**config.mk**
```make
export PLATFORM = sky130hd
export DESIGN_NAME = glob_stat_ctl
export DESIGN_NICKNAME = d
export VERILOG_FILES = /design/src/rtl/gcs_pkg.sv /design/src/rtl/gcs_ctl_reg.sv /design/src/rtl/gcs_sta_reg.sv /design/src/rtl/gcs_irq_fsm.sv /design/src/rtl/glob_stat_ctl.sv
export SDC_FILE = /design/constraint.sdc
export NUM_CORES = 1
export LEC_CHECK = 0
export BUFFER_PORTS_ARGS = -buffer_cell sky130_fd_sc_hd__buf_2
export CAP_MARGIN = 20
export CORE_MARGIN = 5
export CORE_UTILIZATION = 46
export CTS_CLUSTER_SIZE = 40
export DETAILED_ROUTE_END_ITERATION = 6
export GPL_TIMING_DRIVEN = 0
export HOLD_SLACK_MARGIN = 0.05
export PLACE_DENSITY_LB_ADDON = 0.08
export RECOVER_POWER = 25
export REMOVE_ABC_BUFFERS = 1
export SLEW_MARGIN = 20
export SYNTH_ARGS = -nofsm -noshare
export SYNTH_HDL_FRONTEND = slang
export SYNTH_HIERARCHICAL = 1
export SYNTH_SLANG_ARGS = --single-unit
export TNS_END_PERCENT = 50
```
**constraint.sdc**
```tcl
create_clock -name clk -period 1.1 [get_ports clk]
set_input_delay 0 -clock clk [delete_from_list [all_inputs] [get_ports clk]]
set_output_delay 0 -clock clk [all_outputs]
set_load 0.01 [all_outputs]
```
**src/rtl/gcs_pkg.sv**
```systemverilog
package gcs_pkg;

    localparam int unsigned STA_W      = 18;
    localparam int unsigned CTL_W      = 6;
    localparam int unsigned N_CHAN     = 3;
    localparam int unsigned N_STICKY   = 4;

    // Positions that software decodes
    localparam int unsigned CHAN_BASE  = 5;   // bits 7:5
    localparam int unsigned CREADY_BIT = 8;
    localparam int unsigned RW_LO      = 16;
    localparam int unsigned RW_HI      = 17;
    localparam int unsigned WARM_BIT   = 2;
    localparam int unsigned COLD_BIT   = 1;

    localparam int unsigned STICKY_POS [N_STICKY] = '{0, 10, 11, 15};

    typedef enum logic [1:0] {
        SZ_BYTE = 2'd0,
        SZ_HALF = 2'd1,
        SZ_WORD = 2'd2,
        SZ_RSVD = 2'd3
    } acc_size_e;

    typedef enum logic {
        IRQ_QUIET  = 1'b0,
        IRQ_RAISED = 1'b1
    } irq_state_e;

endpackage

```
**src/rtl/gcs_ctl_reg.sv**
```systemverilog
module gcs_ctl_reg
    import gcs_pkg::*;
(
    input  logic             clk,
    input  logic             rst_n,
    input  logic             wr_en,
    input  logic [CTL_W-1:0] wdata,
    output logic [CTL_W-1:0] ctl_q
);

    logic reset_req;
    assign reset_req = wdata[WARM_BIT] | wdata[COLD_BIT];

    always_ff @(posedge clk or negedge rst_n) begin
        if (!rst_n) begin
            ctl_q <= '0;
        end else if (wr_en && !reset_req) begin
            ctl_q <= wdata;
        end
    end

endmodule

```
**src/rtl/gcs_sta_reg.sv**
```systemverilog
module gcs_sta_reg
    import gcs_pkg::*;
(
    input  logic                clk,
    input  logic                rst_n,
    input  logic                wr_en,
    input  logic [STA_W-1:0]    wdata,
    input  logic [N_CHAN-1:0]   chan_irq,
    input  logic [N_STICKY-1:0] sticky_set,
    output logic [STA_W-1:0]    sta_q
);

    logic [STA_W-1:0] sta_d;
    logic             unused_wd;
    assign unused_wd = ^wdata;

    always_comb begin
        sta_d = sta_q;
        if (wr_en) begin
            sta_d[RW_HI] = wdata[RW_HI];
            sta_d[RW_LO] = wdata[RW_LO];
        end
        for (int i = 0; i < int'(N_STICKY); i++) begin
            if (wr_en && wdata[STICKY_POS[i]]) begin
                sta_d[STICKY_POS[i]] = 1'b0;
            end
            if (sticky_set[i]) begin
                sta_d[STICKY_POS[i]] = 1'b1;
            end
        end
        for (int c = 0; c < int'(N_CHAN); c++) begin
            sta_d[CHAN_BASE + c] = chan_irq[c];
        end
    end

    always_ff @(posedge clk or negedge rst_n) begin
        if (!rst_n) begin
            sta_q <= '0;
        end else begin
            sta_q <= sta_d;
        end
    end

endmodule

```
**src/rtl/gcs_irq_fsm.sv**
```systemverilog
module gcs_irq_fsm
    import gcs_pkg::*;
(
    input  logic clk,
    input  logic rst_n,
    input  logic any_chan,
    output logic irq
);

    irq_state_e state_q, state_d;

    always_comb begin
        state_d = state_q;
        unique case (state_q)
            IRQ_QUIET:  if (any_chan)  state_d = IRQ_RAISED;  // RISE
            IRQ_RAISED: if (!any_chan) state_d = IRQ_QUIET;   // SETTLE
            default:    state_d = IRQ_QUIET;
        endcase
    end

    always_ff @(posedge clk or negedge rst_n) begin
        if (!rst_n) begin
            state_q <= IRQ_QUIET;
        end else begin
            state_q <= state_d;
        end
    end

    always_comb begin
        unique case (state_q)
            IRQ_RAISED: irq = 1'b1;
            default:    irq = 1'b0;
        endcase
    end

endmodule

```
**src/rtl/glob_stat_ctl.sv**
```systemverilog
module glob_stat_ctl
    import gcs_pkg::*;
#(
    parameter int unsigned ADDR_W  = 6,
    parameter int unsigned DATA_W  = 32,
    parameter int unsigned CTL_OFS = 'h30,
    parameter int unsigned STA_OFS = 'h34
) (
    input  logic                clk,
    input  logic                rst_n,
    input  logic [N_CHAN-1:0]   chan_irq,
    input  logic [N_STICKY-1:0] sticky_set,
    input  logic [ADDR_W-1:0]   reg_addr,
    input  logic [1:0]          reg_size,
    input  logic                reg_wr,
    input  logic                reg_rd,
    input  logic [DATA_W-1:0]   reg_wdata,
    output logic [DATA_W-1:0]   reg_rdata,
    output logic                irq
);

    localparam logic [ADDR_W-1:0] CTL_A = ADDR_W'(CTL_OFS);
    localparam logic [ADDR_W-1:0] STA_A = ADDR_W'(STA_OFS);

    logic             word_acc, ctl_hit, sta_hit;
    logic [CTL_W-1:0] ctl_q;
    logic [STA_W-1:0] sta_q;
    logic [DATA_W-1:0] sta_view, rd_next;
    logic             unused_wd_hi;

    assign unused_wd_hi = ^reg_wdata[DATA_W-1:STA_W];

    assign word_acc = (acc_size_e'(reg_size) == SZ_WORD);
    assign ctl_hit  = word_acc && (reg_addr == CTL_A);
    assign sta_hit  = word_acc && (reg_addr == STA_A);

    gcs_ctl_reg u_ctl (
        .clk   (clk),
        .rst_n (rst_n),
        .wr_en (reg_wr && ctl_hit),
        .wdata (reg_wdata[CTL_W-1:0]),
        .ctl_q (ctl_q)
    );

    gcs_sta_reg u_sta (
        .clk        (clk),
        .rst_n      (rst_n),
        .wr_en      (reg_wr && sta_hit),
        .wdata      (reg_wdata[STA_W-1:0]),
        .chan_irq   (chan_irq),
        .sticky_set (sticky_set),
        .sta_q      (sta_q)
    );

    gcs_irq_fsm u_irq (
        .clk      (clk),
        .rst_n    (rst_n),
        .any_chan (|sta_q[CHAN_BASE +: N_CHAN]),
        .irq      (irq)
    );

    assign sta_view = DATA_W'(sta_q) | (DATA_W'(1) << CREADY_BIT);

    always_comb begin
        rd_next = '0;
        if (ctl_hit)      rd_next = DATA_W'(ctl_q);
        else if (sta_hit) rd_next = sta_view;
    end

    always_ff @(posedge clk or negedge rst_n) begin
        if (!rst_n) begin
            reg_rdata <= '0;
        end else if (reg_rd) begin
            reg_rdata <= rd_next;
        end
    end

endmodule

```
; Word-level counts from Yosys, hierarchy flattened
; Cells that the tools add are included.
[word_totals]
memories = 0
inputBits = 51
latchBits = 0
wordCells = 40
ram_bits = 0
regBits = 48
mem_bits_ro = 0
[classes]
bitwise_logic = 1
reduce_logical = 15
div_mod_pow = 0
muxes = 12
n_lt_le_gt_ge = 0
shifts = 0
n_eq_ne = 3
multipliers = 0
add_sub_neg = 0
[op_table]
columns = operator, n
row1 = $mux 32, 1
row2 = $mux 18, 1
row3 = $eq 6x6->1 const B, 2
row4 = $mux 1, 10
row5 = $logic_and 1x1->1, 9
row6 = $reduce_bool 2->1, 4
row7 = $reduce_or 3->1, 1
row8 = $eq 2x2->1 const B, 1
row9 = $logic_not 1->1, 1
row10 = $or 1x1->1, 1

; Logic depth before layout (Yosys ltp)
; Gate-level depths: netlist of run 1.
[logic_depth]
word_depth = 6
depth_mapped = 6

; By module
; The synthesis of run 1 kept the hierarchy.
[by_module_without_submodules]
columns = module, cells_per_inst, area_each_um2, instances
row1 = glob_stat_ctl, 102, 1073.5, 1
row2 = gcs_sta_reg, 29, 364.1, 1
row3 = gcs_ctl_reg, 13, 231.5, 1
row4 = gcs_irq_fsm, 1, 25.0, 1

; Least setup slack after synthesis of run 1
; OpenSTA, ideal clock, no wires.
[synth_path]
path_kind = input-to-reg
startpoint = in reg_addr[2]
endpoint = reg u_sta.sta_q[16]
n_path_buf = 2
path_slack_ps = -563
arrival_time_ps = 1538
stages = 5
setup_ps = 125
t_required_ps = 975
path_cell_list = buf_6 or4b_4 buf_6 nor3_1 mux2_2
[synth_between]
elab_chain_cells = 3
[synth_lines]
columns = element, line_no
row1 = "start, declared", glob_stat_ctl.sv:13  ; input logic [ADDR_W-1:0] reg_addr,
row2 = $eq 6x6->1, glob_stat_ctl.sv:35  ; assign sta_hit = word_acc && (reg_addr == STA_A);
row3 = $logic_and 1x1->1, glob_stat_ctl.sv:35
row4 = $logic_and 1x1->1, glob_stat_ctl.sv:48  ; .wr_en (reg_wr && sta_hit),
row5 = "end signal, assigned", gcs_sta_reg.sv:40  ; sta_q <= sta_d;
row6 = "end, declared", gcs_sta_reg.sv:10  ; output logic [STA_W-1:0] sta_q
; Every way passes these cells.
; A chain may end at the register's enable or synchronous reset.

; Worst setup path after layout of run 1
[layout_path]
startpoint = in reg_addr[0]
endpoint = reg u_ctl.ctl_q[5]
[layout_between]
elab_chain_cells = 4
[layout_lines]
columns = element, line_no
row1 = $eq 6x6->1, glob_stat_ctl.sv:34  ; assign ctl_hit = word_acc && (reg_addr == CTL_A);
row2 = $logic_and 1x1->1, glob_stat_ctl.sv:34
row3 = $logic_and 1x1->1, glob_stat_ctl.sv:40  ; .wr_en (reg_wr && ctl_hit),
row4 = $logic_and 1x1->1, gcs_ctl_reg.sv:17  ; end else if (wr_en && !reset_req) begin
row5 = "end signal, assigned", gcs_ctl_reg.sv:18  ; ctl_q <= wdata;
row6 = "end, declared", gcs_ctl_reg.sv:8  ; output logic [CTL_W-1:0] ctl_q
; Every way passes these cells.

==> results of run 1 <==
-- per-stage QoR --
| stage | setup slack (ns) | util | std cells | setup TNS, ns |
|---|---|---|---|---|
| after CTS | -0.0334 | 0.628 | 264 | -0.177 |
| after floorplan | -0.823 | - | 134 | -11.33 |
| after detailed placement | -1.44 | 0.513 | 230 | -24.51 |
| after global placement | -1.44 | 0.513 | 230 | -23.71 |
| final | -0.0322 | 0.626 | 267 | -0.153 |
| after global routing | -0.102 | 0.626 | 267 | -0.737 |
-- final timing paths --
kind,depth (start not counted),endpoint,from
worst max-delay path,6,u_ctl/ctl_q[5]$_DFFE_PN0P_,reg_addr[0]
worst min-delay path,3,reg_rdata[0]$_DFFE_PN0P_,reg_addr[2]
worst max register to register,1,u_irq/state_q$_DFF_PN0_,u_sta/sta_q[7]$_DFF_PN0_
worst min register to register,1,u_irq/state_q$_DFF_PN0_,u_sta/sta_q[6]$_DFF_PN0_
max in group asynchronous,2,u_sta/sta_q[16]$_DFFE_PN0P_,rst_n
min in group asynchronous,2,reg_rdata[2]$_DFFE_PN0P_,rst_n
-- layer usage --
metal,wire length [microns],part of all wire
met1,1470,0.41
met2,1660,0.46
met3,374,0.10
met4,93,0.026
met5,0,0
-- worst max-delay path, delay by kind of cell --
kind | cells | cell delay, ns
multiplexers | 1 | 0.29
AND/OR/NAND/NOR | 3 | 0.76
buffers and inverters | 2 | 0.24
-- repair_timing --
action,4_1_cts,5_1_grt
gates cloned,1,0
pin swaps,6,1
buffers inserted,8,3
hold endpoints to repair,47,0
hold buffers,17,0
resized for setup,19,2
setup endpoints to repair,26,18
-- power breakdown --
part	total (mW)	switching [mW]	internal (mW)
clock	0.936	0.434	0.502
combinational	0.273	0.143	0.129
sequential	1.27	0.00710	1.26
total	2.48	0.584	1.90
-- sequential cells by signal (all words and copies together) (netlist names) --
signal,flops
reg_rdata,18
u_sta/sta_q,9
u_ctl/ctl_q,6
u_irq/state_q,1
-- cell usage in the layout, fill, tap and decap left out --
master / count
dlygate4sd3_1: 17
inv_1: 13
nor4_2: 1
clkinv_2: 1
nand4b_1: 2
buf_6: 6
buf_4: 8
or3_1: 1
o32ai_1: 6
nor3b_4: 1
conb_1: 22
mux2i_1: 6
clkinvlp_4: 1
nand2b_1: 7
clkbuf_1: 9
nor3_4: 1
or4b_4: 1
buf_2: 35
a21o_1: 4
dfrtp_1: 34
o31ai_1: 1
nand2_1: 12
o32ai_4: 1
o32ai_2: 4
o41ai_1: 6
mux2_4: 6
clkbuf_2: 1
and2b_2: 2
clkbuf_8: 6
nand2_2: 3
or3_4: 1
-- layout make-up --
| class | count | area (sq um) |
|---|---|---|
| fill | 326 | 1350 |
| tap | 48 | 60.1 |
| clock buffer | 6 | 82.6 |
| inverter | 13 | 48.8 |
| sequential | 34 | 851 |
| clock inverter | 2 | 12.5 |
| timing repair buffer | 76 | 512 |
| multi-input combinational | 88 | 689 |
==> results.json, run 1 <==
{
  "rsz0062_at_grt": "true",
  "clock_latency_ns": 0.28,
  "top_usage_layer": "met2",
  "layout-drive-gt1-share": 0.361,
  "grt_use_met2": 0.240,
  "gr-total-overflow": 0,
  "total_power_mw": 2.48,
  "htree_levels": 2,
  "cts-root-buf": "clkbuf_8",
  "start_util": 0.468,
  "cp-end-kind": "register",
  "violations": "setup timing",
  "crit_path_cell_trace": "buf_6, or3_4, nor4_2, nor3b_4, buf_4, mux2_4",
  "fin_crit_sh": 1.03,
  "cp_max_fo": 2,
  "drcViolationCount": 0,
  "finalClockSkew_ns": 0.00348,
  "synth_area_sq_um": 1690,
  "tightestPinTransition_ns": 0.743,
  "criticalPathCategory": "in2reg",
  "grt_use_met3": 0.0668,
  "power_leakage_nw": 1.07,
  "cts_tree": "done",
  "outcome": "finished, violations left",
  "final-setup-viol-count": 6,
  "grt_pass1_wl_microns": 5650,
  "hpwlAfterDp_microns": 2280,
  "drv_cap": 0,
  "crit_path_start_kind": "input port",
  "hold_ws_ns": 0.110,
  "syn2layout_area_growth_pct": 33.8,
  "critPathSlowestCell": "or3_4",
  "fin_ws_ns": -0.0322,
  "hold_viol": 0,
  "grt_pass1_vias": 1236,
  "ant_nets": 0,
  "cp_data_required_time_ns": 1.27,
  "drt-initial-drc-count": 54,
  "period_needed_ns": 1.13,
  "placed_area_sq_um": 1850,
  "rrSetupSlack_ns": 0.25,
  "clock_sinks": 34,
  "path_clk_slew_ns": 0.07,
  "drt_first_pass_iters": 5,
  "cp_data_arrival_time_ns": 1.30,
  "fin_area_sq_um": 2260,
  "ys.warnings.count": 6,
  "grt_usage": 0.146,
  "synth_cells": 144,
  "grt_max_degree": 35,
  "cts_buffer_depth": 2,
  "fin_nets": 269,
  "die-area_sq_um": 4980,
  "place_congestion": 0.754,
  "wl_microns": 3600,
  "num_antenna_cells": 0,
  "die_w_microns": 70.6,
  "ioPinCount": 84,
  "fmax_mhz": 883,
  "syn_area_per_cell_sq_um": 11.7,
  "p_per_area_nw_per_um2": 1100,
  "cts_buffers": 5,
  "wl_per_cell_microns": 13.5,
  "use_met1": 0.165,
  "hold_class": "in2reg",
  "antenna_found_initial": 0,
  "slew_viol_final": 0,
  "die_h_microns": 70.6,
  "critical_path.max_stage_delay_ns": 0.38,
  "core_sq_um": 3610,
  "rows": 22,
  "vias_per_cell": 4.73,
  "place.port_buffers": 48,
  "vias": 1262,
  "peakVddDrop_mv": 0.726,
  "max_slew_margin": 0.505
}
Note: power is estimated with default switching activity, not from simulation.
==> run 2: changes to the inputs <==
--- a/config.mk
+++ b/config.mk
@@ -7,8 +7,9 @@
 export LEC_CHECK = 0
 export BUFFER_PORTS_ARGS = -buffer_cell sky130_fd_sc_hd__buf_2
 export CAP_MARGIN = 20
+export CORE_ASPECT_RATIO = 1.75
 export CORE_MARGIN = 5
-export CORE_UTILIZATION = 46
+export CORE_UTILIZATION = 42
 export CTS_CLUSTER_SIZE = 40
 export DETAILED_ROUTE_END_ITERATION = 6
 export GPL_TIMING_DRIVEN = 0
@@ -19,6 +20,5 @@
 export SLEW_MARGIN = 20
 export SYNTH_ARGS = -nofsm -noshare
 export SYNTH_HDL_FRONTEND = slang
-export SYNTH_HIERARCHICAL = 1
 export SYNTH_SLANG_ARGS = --single-unit
 export TNS_END_PERCENT = 50
==> results.json, run 2 <==
{
  "ctsResizeCount": 0,
  "synth_cells": 127,
  "fill_cells": 310,
  "ys.warnings.count": 0,
  "core_sq_um": 3140,
  "yosys-top-cells-count": "dfrtp_1 (30), buf_4 (18), inv_1 (18)",
  "cp_max_fo": 6,
  "grt_max_degree": 31,
  "cp-end-kind": "register",
  "synthArstFlopShare": 1.00,
  "htree_levels": 2,
  "gr-total-overflow": 0,
  "final_cell_mix": "buf_2 (30), dfrtp_1 (30), inv_1 (18), conb_1 (18), dlygate4sd3_1 (17)",
  "hold_class": "in2reg",
  "wl_microns": 2820,
  "synth_flop_cell": "dfrtp_1",
  "cts-root-buf": "clkbuf_8",
  "power.switching_mw": 0.496,
  "layout-drive-gt1-share": 0.260,
  "combPwrFrac": 0.096,
  "grt_pass1_vias": 1055,
  "seq_area_frac_synth": 0.552,
  "fin_nets": 242,
  "synth_edf_count": 0,
  "criticalPathCategory": "in2reg",
  "cts_buffer_depth": 2,
  "total_power_mw": 2.22,
  "rsz0062_at_grt": "false",
  "r2r-end": "reg_rdata[0]$_DFFE_PN0P_",
  "place.port_buffers": 44,
  "die-area_sq_um": 4520,
  "ys_ff_latch": 30,
  "yosys-top-cells-area": "dfrtp_1 (55%), buf_4 (9.9%), mux2_2 (6.6%)",
  "power_leakage_nw": 0.855,
  "period_needed_ns": 1.06,
  "vias_per_cell": 4.45,
  "hpwlAfterDp_microns": 2120,
  "holdPathEnd": "reg_rdata[0]$_DFFE_PN0P_",
  "antenna_found_initial": 0,
  "clock_sinks": 30,
  "synth.top_cell.area_share": 0.552,
  "place_congestion": 0.726,
  "start_util": 0.432,
  "peakVddDrop_mv": 0.947,
  "drcViolationCount": 0,
  "cp_data_required_time_ns": 1.26,
  "clock_latency_ns": 0.27,
  "final-setup-viol-count": 0,
  "ff2ff_path_depth": 3,
  "rows": 27,
  "placed_area_sq_um": 1550,
  "fin_crit_sh": 0.963,
  "cts_tree": "done",
  "synth_cell_type_count": 22,
  "drv_cap": 0,
  "die_h_microns": 85.2,
  "synth_most_common_cell": "dfrtp_1",
  "grt_pass1_wl_microns": 4620,
  "hp-start": "reg_size[0]",
  "die_w_microns": 53.0,
  "pre_cts_ws_ns": -0.270,
  "fmax_mhz": 944,
  "seqPwrFrac": 0.506,
  "regMostFlops": "reg_rdata",
  "ant_nets": 0,
  "cts_buffers": 5,
  "path_clk_slew_ns": 0.06,
  "r2r_start": "u_sta.sta_q[0]$_DFFE_PN0P_",
  "num_antenna_cells": 0,
  "drt-initial-drc-count": 6,
  "syn2layout_area_growth_pct": 32.0,
  "internal-power_mw": 1.72,
  "tightestPinTransition_ns": 0.647,
  "power.share.clock": 0.398,
  "sw_frac_of_total": 0.224,
  "wl_per_cell_microns": 12.0,
  "finalClockSkew_ns": 0.00350,
  "largest_register_ffs": 14,
  "p_per_area_nw_per_um2": 1240,
  "crit_path_start_kind": "input port",
  "reg_top3": "reg_rdata x14, u_sta.sta_q x9, u_ctl.ctl_q x6",
  "ioPinCount": 84,
  "synth_area_sq_um": 1360,
  "vias": 1045,
  "slew_viol_final": 0,
  "yosys.area.top_type": "dfrtp_1",
  "fin_ws_ns": 0.0408,
  "fin_area_sq_um": 1790,
  "rrSetupSlack_ns": 0.20,
  "outcome": "finished, final reports clean",
  "hold_viol": 0,
  "utilization": 0.571,
  "grt_usage": 0.139,
  "max_slew_margin": 0.569,
  "drt_first_pass_iters": 4,
  "syn_area_per_cell_sq_um": 10.7,
  "cp_data_arrival_time_ns": 1.22,
  "holdPathStages": 4
}
run 2: final cells by class:
cell class | count | area [sq um] | area share
well taps | 43 | 53.8 | 0.0300
flip-flops and latches | 30 | 751 | 0.418
inverters | 18 | 67.6 | 0.0377
multi-input cells | 75 | 458 | 0.255
repair buffers | 61 | 373 | 0.208
clock inverters | 1 | 5.00 | 0.00279
clock buffers | 7 | 86.3 | 0.0481
run 2: through the flow:
step,hold slack (ns),TNS [ns],cells
after CTS,0.0854,0,235
after detailed placement,0.0714,-1.27,210
final,0.0919,0,235
after floorplan,-0.296,-0.0337,123
after global placement,0.0592,-0.915,210
after global routing,0.126,0,235
run 2: routing by layer:
layer	global-route usage	share of wire	vias to the layer above
li1	-	-	512
met3	0.0562	0.078	5
met1	0.135	0.36	488
met2	0.249	0.54	40
met5	0	0	-
met4	0.0581	0.016	0
run 2: worst max path at each step:
stage | start | endpoint | cells after the start
after floorplan | reg_addr[3] | u_sta.sta_q[16]$_DFFE_PN0N_ | 3
after global placement | reg_addr[3] | u_sta.sta_q[17]$_DFFE_PN0N_ | 4
after detailed placement | reg_addr[3] | u_sta.sta_q[17]$_DFFE_PN0N_ | 4
after CTS | reg_addr[3] | u_sta.sta_q[17]$_DFFE_PN0N_ | 4
after global routing | reg_addr[3] | u_sta.sta_q[17]$_DFFE_PN0N_ | 4
final | reg_addr[3] | u_sta.sta_q[17]$_DFFE_PN0N_ | 4
run 2: cell families after synthesis:
group                  count (synthesis)  share of synthesized area
buffers and inverters                 39                      0.157
AO/OA/AOI/OAI                         17                     0.0783
other                                  1                    0.00276
AND/OR/NAND/NOR                       31                      0.135
flip-flops                            30                      0.552
multiplexers                           9                     0.0737
run 2: power groups by stage:
| stage | Sequential [mW] | Combinational (mW) | Clock, mW |
|---|---|---|---|
| 3_3_place_gp | 1.14 | 0.162 | 0 |
| 6_report | 1.12 | 0.212 | 0.883 |
| 2_1_floorplan | 1.14 | 0.0652 | 0 |
| 5_1_grt | 1.12 | 0.236 | 0.971 |
| 4_1_cts | 1.12 | 0.213 | 0.914 |
| 3_5_place_dp | 1.14 | 0.167 | 0 |
run 2: critical path, cell delays in order:
cell and delay (ns):
clkbuf_1 0.09, or3b_4 0.42, nor3_4 0.33, mux2_2 0.38
run 2: timing repair:
item,4_1_cts,5_1_grt
hold buffers,17,0
buffers inserted,0,0
endpoints found under the hold margin,43,0
==> run 3: changes to the inputs <==
--- a/config.mk
+++ b/config.mk
@@ -6,10 +6,10 @@
 export NUM_CORES = 1
 export LEC_CHECK = 0
 export BUFFER_PORTS_ARGS = -buffer_cell sky130_fd_sc_hd__buf_2
-export CAP_MARGIN = 20
+export CAP_MARGIN = 5
 export CORE_ASPECT_RATIO = 1.75
 export CORE_MARGIN = 5
-export CORE_UTILIZATION = 42
+export CORE_UTILIZATION = 38
 export CTS_CLUSTER_SIZE = 40
 export DETAILED_ROUTE_END_ITERATION = 6
 export GPL_TIMING_DRIVEN = 0
==> constraint.sdc (replaced) <==
create_clock -name clk -period 0.9 [get_ports clk]
set_input_delay 0 -clock clk [delete_from_list [all_inputs] [get_ports clk]]
set_output_delay 0 -clock clk [all_outputs]
set_load 0.01 [all_outputs]
==> results.json, run 3 (synthesis gave the netlist of run 2 again) <==
{
  "wl_microns": 3050,
  "grt_usage": 0.135,
  "drcViolationCount": 0,
  "critPathSlowestCell": "or3b_4",
  "power.share.clock": 0.397,
  "pre_cts_ws_ns": -0.478,
  "vias": 1038,
  "ant_nets": 0,
  "cts-root-buf": "clkbuf_8",
  "combPwrFrac": 0.101,
  "fin_crit_sh": 1.04,
  "die_h_microns": 89.1,
  "place_congestion": 0.757,
  "syn2layout_area_growth_pct": 38.4,
  "drv_cap": 0,
  "ioPinCount": 84,
  "fill_cells": 341,
  "hold_ws_ns": 0.0520,
  "drt-initial-drc-count": 13,
  "die_w_microns": 55.2,
  "cp_data_arrival_time_ns": 1.10,
  "period_needed_ns": 0.940,
  "hold_class": "in2reg",
  "sw_frac_of_total": 0.226,
  "hold_viol": 0,
  "grt_max_degree": 31,
  "rsz0062_at_grt": "true",
  "violations": "setup timing",
  "crit_path_cell_trace": "buf_6, or3b_4, nor3_4, mux2_4",
  "hpwlAfterDp_microns": 2220,
  "critical_path.max_stage_delay_ns": 0.41,
  "criticalPathCategory": "in2reg",
  "cp_max_fo": 4,
  "final-seq-area_sq_um": 751,
  "core_sq_um": 3430,
  "power_leakage_nw": 0.945,
  "peakVddDrop_mv": 0.806,
  "die-area_sq_um": 4920,
  "fin_nets": 245,
  "layout_commonest_cell": "buf_2",
  "fin_ws_ns": -0.0403,
  "drt_first_pass_iters": 2,
  "cp-end-kind": "register",
  "p_per_area_nw_per_um2": 1460,
  "layout-drive-gt1-share": 0.359,
  "num_antenna_cells": 0,
  "regMostFlops": "reg_rdata",
  "max_slew_margin": 0.562,
  "place.port_buffers": 44,
  "seqPwrFrac": 0.502,
  "cts_tree": "done",
  "cts_buffers": 5,
  "wl_per_cell_microns": 12.7,
  "reg_top3": "reg_rdata x14, u_sta.sta_q x9, u_ctl.ctl_q x6",
  "final-setup-viol-count": 3,
  "tightestPinTransition_ns": 0.657,
  "final_cell_mix": "buf_2 (41), dfrtp_1 (30), inv_1 (18), conb_1 (18), dlygate4sd3_1 (17)",
  "path_clk_slew_ns": 0.06,
  "outcome": "finished, violations left",
  "vias_per_cell": 4.33,
  "crit_path_start_kind": "input port",
  "multi_input_area_sq_um": 489,
  "fmax_mhz": 1060,
  "rows": 28,
  "clock_sinks": 30,
  "htree_levels": 2,
  "grt_pass1_vias": 1090,
  "grt_pass1_wl_microns": 5090,
  "start_util": 0.396,
  "internal-power_mw": 2.12,
  "cp_data_required_time_ns": 1.06,
  "slew_viol_final": 0,
  "clock_latency_ns": 0.28,
  "cts_buffer_depth": 2,
  "power.switching_mw": 0.619,
  "antenna_found_initial": 0,
  "largest_register_ffs": 14,
  "gr-total-overflow": 0,
  "finalClockSkew_ns": 0.00450
}
==> run 3: cell count changes in the layout (fill, tap and decap cells not counted), moves of 2 or more <==
| cell | previous run | this run |
|---|---|---|
| buf_6 | 0 | 2 |
| buf_4 | 0 | 3 |
| clkbuf_1 | 15 | 1 |
| mux2_2 | 8 | 5 |
| mux2_4 | 0 | 3 |
| buf_2 | 30 | 41 |
==> run 3: per-layer routing <==
layer  share of wire  vias up  track usage
met1            0.37      487        0.138
li1                -      515            -
met3           0.057        4       0.0390
met2            0.56       32        0.247
met4           0.018        0       0.0730
met5               0        -            0
==> run 3: final timing paths <==
check                      depth (start not counted)                        from  slack [ns]                          end
max                                                4                 reg_size[0]       -0.04  u_sta.sta_q[16]$_DFFE_PN0N_
min                                                4                 reg_addr[3]        0.05     reg_rdata[0]$_DFFE_PN0P_
max reg2reg                                        3  u_ctl.ctl_q[0]$_DFFE_PN0P_       -0.02     reg_rdata[0]$_DFFE_PN0P_
min reg2reg                                        1    u_sta.sta_q[6]$_DFF_PN0_        0.46      u_irq.state_q$_DFF_PN0_
max in group asynchronous                          2                       rst_n        0.19     reg_rdata[3]$_DFFE_PN0P_
min in group asynchronous                          2                       rst_n        0.28     reg_rdata[7]$_DFFE_PN0P_
==> run 3: power groups by stage <==
stage / registers [mW] / clock network, mW / logic, mW
after floorplan: 1.40 / 0 / 0.0797
after CTS: 1.37 / 1.14 / 0.268
after global placement: 1.40 / 0 / 0.199
final: 1.37 / 1.09 / 0.277
after global routing: 1.37 / 1.21 / 0.311
after detailed placement: 1.40 / 0 / 0.204
==> run 3: cell type report <==
type                    count  share of cell area
clock inverters             1             0.00266
flip-flops and latches     30               0.399
multi-input cells          75               0.260
well taps                  45              0.0299
repair buffers             64               0.226
clock buffers               7              0.0459
inverters                  18              0.0359
==> run 3: worst max-delay path: cells and delay by family <==
| family | cells | cell delay [ns] |
|---|---|---|
| buf+inv | 1 | 0.09 |
| mux | 1 | 0.34 |
| simple gates | 2 | 0.67 |
==> run 3: stage by stage <==
step	power [mW]	util	TNS, ns	cell area (sq um)	std cells
detailed placement	1.60	0.452	-5.93	1550	212
global route	2.89	0.548	-0.633	1880	240
global placement	1.60	0.452	-5.65	1550	212
CTS	2.78	0.540	-0.0608	1860	240
finish	2.74	0.548	-0.0913	1880	240
floorplan	1.48	-	-0.683	1280	123
==> run 3: repair_timing <==
action	CTS	global route
hold buffers	17	0
buffers inserted	3	0
endpoints found under the hold margin	43	0
resized for setup	4	7
pin swaps	2	0
endpoints found under the setup margin	5	22
gates cloned	0	0
